## config.mk

```make
export PLATFORM = sky130hd
export DESIGN_NAME = pwo_top
export DESIGN_NICKNAME = d
export VERILOG_FILES = /design/src/rtl/pwo_pkg.sv /design/src/rtl/pwo_match.sv /design/src/rtl/pwo_counters.sv /design/src/rtl/pwo_readmux.sv /design/src/rtl/pwo_top.sv
export SDC_FILE = /design/constraint.sdc
export NUM_CORES = 1
export LEC_CHECK = 0
export BUFFER_PORTS_ARGS = -buffer_cell sky130_fd_sc_hd__buf_2
export CORE_ASPECT_RATIO = 1.25
export CORE_MARGIN = 2
export CORE_UTILIZATION = 63
export CTS_BUF_LIST = sky130_fd_sc_hd__clkbuf_16
export CTS_CLUSTER_SIZE = 25
export DETAILED_ROUTE_END_ITERATION = 6
export PLACE_DENSITY = 0.76
export SLEW_MARGIN = 20
export SYNTH_ARGS = -nofsm -noshare
export SYNTH_HDL_FRONTEND = slang
export SYNTH_SLANG_ARGS = --single-unit
```

## constraint.sdc

```tcl
create_clock -name clk -period 4.2 [get_ports clk]
set_input_delay 0.84 -clock clk [delete_from_list [all_inputs] [get_ports clk]]
set_output_delay 0.84 -clock clk [all_outputs]
set_load 0.02 [all_outputs]
```

## src/rtl/pwo_pkg.sv

```systemverilog
package pwo_pkg;

    localparam int TAG_W  = 2;
    localparam int NSETS  = 3;
    localparam int INC_W  = 4;

    typedef enum logic [TAG_W-1:0] {
        TAG_LOAD  = 2'd0,
        TAG_STORE = 2'd1,
        TAG_FETCH = 2'd2,
        TAG_PREF  = 2'd3
    } walk_tag_e;

    typedef enum logic [1:0] {
        KIND_PEND = 2'd0,
        KIND_ACT  = 2'd1,
        KIND_CMPL = 2'd2,
        KIND_NONE = 2'd3
    } ctr_kind_e;

    // per-cycle increments for one counter set
    typedef struct packed {
        logic [INC_W-1:0] pend;
        logic             act;
        logic [INC_W-1:0] cmpl;
    } set_inc_t;

    function automatic logic [INC_W-1:0] bump(input logic [INC_W-1:0] v, input logic hit);
        return hit ? v + INC_W'(1) : v;
    endfunction

endpackage

```

## src/rtl/pwo_match.sv

```systemverilog
module pwo_match
    import pwo_pkg::*;
#(
    parameter int NWALK  = 2,
    parameter int SET_ID = 0
) (
    input  logic [NWALK-1:0]       busy,
    input  logic [TAG_W*NWALK-1:0] tags,
    input  logic [NWALK-1:0]       done,
    output set_inc_t               inc
);

    localparam logic [TAG_W-1:0] MY_TAG = TAG_W'(SET_ID);

    always_comb begin
        inc = '0;
        for (int w = 0; w < NWALK; w++) begin
            if (tags[TAG_W*w +: TAG_W] == MY_TAG) begin
                inc.pend = bump(inc.pend, busy[w]);
                inc.cmpl = bump(inc.cmpl, done[w]);
            end
        end
        inc.act = (inc.pend != '0);
    end

endmodule

```

## src/rtl/pwo_counters.sv

```systemverilog
module pwo_counters
    import pwo_pkg::*;
#(
    parameter int CW    = 48,
    parameter int NWALK = 2
) (
    input  logic          clk,
    input  logic          rst,
    input  logic          clear,
    input  set_inc_t      inc,
    output logic [CW-1:0] pend,
    output logic [CW-1:0] act,
    output logic [CW-1:0] cmpl
);

    always_ff @(posedge clk) begin
        if (rst || clear) begin
            pend <= '0;
            act  <= '0;
            cmpl <= '0;
        end else begin
            pend <= pend + CW'(inc.pend);
            act  <= act  + CW'(inc.act);
            cmpl <= cmpl + CW'(inc.cmpl);
        end
    end


    clear_zero_chk: assert property (@(posedge clk) disable iff (rst)
        clear |=> (pend == '0 && act == '0 && cmpl == '0));


    pend_step_chk: assert property (@(posedge clk) disable iff (rst)
        !clear |=> (CW'(pend - $past(pend)) <= CW'(NWALK)));


    act_link_chk: assert property (@(posedge clk) disable iff (rst)
        !clear |=> ((CW'(act - $past(act)) == CW'(1)) == (CW'(pend - $past(pend)) != '0)));


    cmpl_step_chk: assert property (@(posedge clk) disable iff (rst)
        !clear |=> (CW'(cmpl - $past(cmpl)) <= CW'(NWALK)));

endmodule

```

## src/rtl/pwo_readmux.sv

```systemverilog
module pwo_readmux
    import pwo_pkg::*;
#(
    parameter int CW = 48
) (
    input  logic          clk,
    input  logic          rst,
    input  logic [CW-1:0] pend_a [NSETS],
    input  logic [CW-1:0] act_a  [NSETS],
    input  logic [CW-1:0] cmpl_a [NSETS],
    input  logic [1:0]    rd_set,
    input  logic [1:0]    rd_kind,
    output logic [CW-1:0] rd_data
);

    always_comb begin
        rd_data = '0;
        for (int s = 0; s < NSETS; s++) begin
            if (rd_set == 2'(s)) begin
                unique case (ctr_kind_e'(rd_kind))
                    KIND_PEND: rd_data = pend_a[s];
                    KIND_ACT:  rd_data = act_a[s];
                    KIND_CMPL: rd_data = cmpl_a[s];
                    default:   rd_data = '0;
                endcase
            end
        end
    end


    bad_sel_chk: assert property (@(posedge clk) disable iff (rst)
        (rd_set == 2'd3 || rd_kind == 2'd3) |-> rd_data == '0);

endmodule

```

## src/rtl/pwo_top.sv

```systemverilog
module pwo_top
    import pwo_pkg::*;
#(
    parameter int CW    = 48,
    parameter int NWALK = 2
) (
    input  logic                   clk,
    input  logic                   rst,
    input  logic [NWALK-1:0]       walk_busy,
    input  logic [TAG_W*NWALK-1:0] walk_tag,
    input  logic [NWALK-1:0]       walk_done,
    input  logic                   clear,
    input  logic [1:0]             rd_set,
    input  logic [1:0]             rd_kind,
    output logic [CW-1:0]          rd_data
);

    logic [CW-1:0] pend_a [NSETS];
    logic [CW-1:0] act_a  [NSETS];
    logic [CW-1:0] cmpl_a [NSETS];

    for (genvar s = 0; s < NSETS; s++) begin : g_set
        set_inc_t inc;

        pwo_match #(.NWALK(NWALK), .SET_ID(s)) u_match (
            .busy (walk_busy),
            .tags (walk_tag),
            .done (walk_done),
            .inc  (inc)
        );

        pwo_counters #(.CW(CW), .NWALK(NWALK)) u_ctr (
            .clk   (clk),
            .rst   (rst),
            .clear (clear),
            .inc   (inc),
            .pend  (pend_a[s]),
            .act   (act_a[s]),
            .cmpl  (cmpl_a[s])
        );
    end

    pwo_readmux #(.CW(CW)) u_rd (
        .clk     (clk),
        .rst     (rst),
        .pend_a  (pend_a),
        .act_a   (act_a),
        .cmpl_a  (cmpl_a),
        .rd_set  (rd_set),
        .rd_kind (rd_kind),
        .rd_data (rd_data)
    );

endmodule

```

==> flow_summary.yaml <==
synth:
  yosys_warnings: 0
  synth_area_per_cell_um2: 8.00
  yosysSeqAreaShare_pct: 36.5
  ys.flop_type: "dfxtp_1"
  ys_seq_elements: 432
  synth_cell_type_count: 57
  async_flop_share_pct: 0
  synth_cells: 2958
  syn-num-nets: 3002
  syn-cell-area_um2: 23700
  synth_edf_count: 0
timing:
  finalSetupTns_ns: 0
  timing.fmax_ghz: 0.262
  fin_crit_ns: 3.82
  rsz0062_at_grt: "false"
  maxSlewViolCount: 0
  slew_headroom_pct: 45.8
  layout_setup_ws_ns: 0.384
  fin_crit_sh_pct: 90.8
  finalHoldViolCount: 0
  hold_ws_ns: 0.481
  tightest_slew_ns: 0.811
  setup_violations: 0
  skew_ns: 0.0181
floorplanning:
  floorplan.initialDensity_pct: 63.7
  fp.dieH_um: 221
  ios: 63
  core.rowCount: 79
  die-area_um2: 39100
  core_area_um2: 37200
  die_x_um: 177
power:
  power_frac_clock_pct: 45.6
  power_switching_share_pct: 24.0
  peakVddDrop_mv: 0.300
  p_int_mw: 6.46
  powerDensity_nw_per_um2: 326
  leakagePower_nw: 8.31
  switchingPower_mw: 2.04
  p_seq_share_pct: 48.3
  combPwrFrac_pct: 6.1
clock_tree:
  ctsResizeCount: 0
  holdBufCountCts: 0
  cts_max_level: 2
  post_cts_buffers: 0
  tritoncts: "built"
  insertion_delay_ns: 0.57
  cts_buffer_depth: 3
  cts_inserted_buffers: 45
  cts_root_buf: "clkbuf_16"
  cts.sinks: 432
  clk_pin_slew_ns: 0.06
global_route:
  grt_max_degree: 133
  grt_pass1_wl_um: 110000
  grt_usage_pct: 34.9
  grt_pass1_vias: 20900
  gr-total-overflow: 0
  antenna_found_initial: 3
cells_and_area:
  fillers: 3076
  regArea_um2: 8650
  layout.nets: 3002
  antenna_cells: 0
  area_delta_synth_final_pct: 10.1
  multi_input_area_um2: 14000
  final_cell_mix: "nor2_1, dfxtp_1, a21oi_1"
  drive_gt1_share_pct: 8.12
  final_cells: 3479
  layout_commonest_cell: "nor2_1"
setup_path:
  path_cells: "buf_4 > nor2b_4 > buf_4 > a21oi_1 > o22a_1 > a221oi_1 > buf_2"
  critPathSlowestCell: "a221oi_1"
  worstPathArrival_ns: 2.98
  reg2reg_to: "g_set[2].u_ctr.pend[39]"
  cpPeakStageDelay_ns: 0.49
  cp_top_family: "buffers and inverters"
  path_common_cell: "buf_4"
  r2r_slack_ns: 1.43
  startpoint_type: "input port"
  path_class: "in -> out"
  worstReg2RegStart: "g_set[2].u_ctr.pend[6]"
  end_kind: "primary output"
  crit_required_ns: 3.36
  path_max_fanout: 48
  rr_worst_depth: 5
  crit_buf_inv: 3
run_status:
  outcome: "complete, no violations"
route:
  first_pass_iters: 6
  vias: 22600
  ant_nets: 0
  post_drt_wl_per_cell_um: 20.1
  wl_um: 70000
  drt_iter0_drc: 2314
  drc: 0
  vias_per_cell: 6.51
placement:
  place_ws_ns: 0.285
  routabilityCongestion: 0.940
  io_buffers: 62
  dp_hpwl_um: 50300
  dp_cells: 3396
hold_path:
  holdPathStages: 2
  holdPathEnd: "g_set[0].u_ctr.act[47]"
  hold_class: "reg -> reg"
  worstHoldStart: "g_set[0].u_ctr.act[47]"
flow_run:
  timing.max_cap.violations: 0
[flip-flops by register name, indices dropped and copies added (netlist names)]
signal            flops
g_set.u_ctr.act     144
g_set.u_ctr.cmpl    144
g_set.u_ctr.pend    144
[stage by stage]
step	util, %	power, mW	instance area [µm²]
2_1_floorplan	-	4.51	23700
3_3_place_gp	66.2	4.69	24600
3_5_place_dp	66.2	4.70	24600
4_1_cts	70.0	8.53	26000
5_1_grt	70.1	8.73	26100
6_report	70.1	8.50	26100
[tightest hold or removal path, cell delays in order, from the launching register on]
cell and delay, ns:
dfxtp_1 0.32, nand2_1 0.05, mux2i_1 0.06
[power by group through the flow]
stage	Combinational, mW	Sequential (mW)	Clock (mW)
after CTS	0.506	4.10	3.92
final	0.518	4.10	3.87
after global placement	0.498	4.20	0
after global routing	0.541	4.10	4.08
after floorplan	0.313	4.19	0
after detailed placement	0.504	4.20	0
[cell families after synthesis]
group                    after synthesis  share of synthesized area [%]
buffers and inverters                275                           4.42
AO/OA/AOI/OAI                        557                           14.9
flip-flops                           432                           36.5
AND/OR/NAND/NOR                     1283                           27.7
XOR/XNOR                             275                           10.2
adder cells (fa/ha/maj)               29                           1.72
multiplexers                         107                           4.55
[worst max-delay path by stage]
stage,from,cells after the start,end,slack [ns]
2_1_floorplan,rd_kind[1],8,rd_data[10],0.56
3_3_place_gp,walk_tag[0],12,g_set[0].u_ctr.cmpl[34],0.39
3_5_place_dp,walk_tag[0],13,g_set[0].u_ctr.pend[38],0.28
4_1_cts,rd_kind[1],7,rd_data[26],0.48
5_1_grt,rd_kind[1],7,rd_data[26],0.39
6_report,rd_kind[1],7,rd_data[26],0.38
[routing by layer]
metal	global-route usage (%)	part of all wire, %	up-vias	wire length, µm
li1	-	-	10700	-
met1	44.6	40	10800	28300
met2	57.7	47	916	32900
met3	3.73	6.8	204	4730
met4	19.6	5.8	0	4090
met5	0	0	-	0
[area by class of cell]
| class | count | area share, % |
|---|---|---|
| Timing Repair Buffer | 141 | 4.04 |
| Inverter | 87 | 1.25 |
| Clock inverter | 35 | 0.898 |
| Multi-Input combinational cell | 2251 | 53.8 |
| Clock buffer | 47 | 4.51 |
| Tap cell | 486 | 2.33 |
| Sequential cell | 432 | 33.2 |
[cell usage after synthesis, types with 3 or more instances]
cell      count  area [µm²]
a211oi_1     49         368
a21o_1        3        22.5
a21oi_1     170         851
a221oi_1     48         420
a31o_2        3        26.3
a31oi_1       8        50.1
a41o_1        8        80.1
and2_1       28         175
and3_1       33         206
and3b_1       3        26.3
and4_1       35         307
buf_1        19        71.3
buf_2         3        15.0
clkbuf_1    164         616
dfxtp_1     432        8650
fa_1          6         120
ha_1         23         288
inv_1        86         323
mux2_2        5        56.3
mux2i_1     102        1020
nand2_1     163         612
nand2b_1      6        37.5
nand3_1     133         666
nand4_1     123         769
nand4b_1      3        26.3
nor2_1      436        1640
nor2b_1      12        75.1
nor3_1       56         280
nor3b_1       5        37.5
nor4_1       78         488
nor4_2        4        50.1
nor4b_1       5        43.8
o21a_1        7        52.6
o21ai_0     124         621
o22a_1       48         420
o22ai_1      48         300
o31ai_1      36         270
or2_2        12        75.1
or3_1        92         576
or4_1        43         323
or4b_2        5        50.1
xnor2_1     155        1360
xor2_1      120        1050
(Power assumes the default switching activity.)
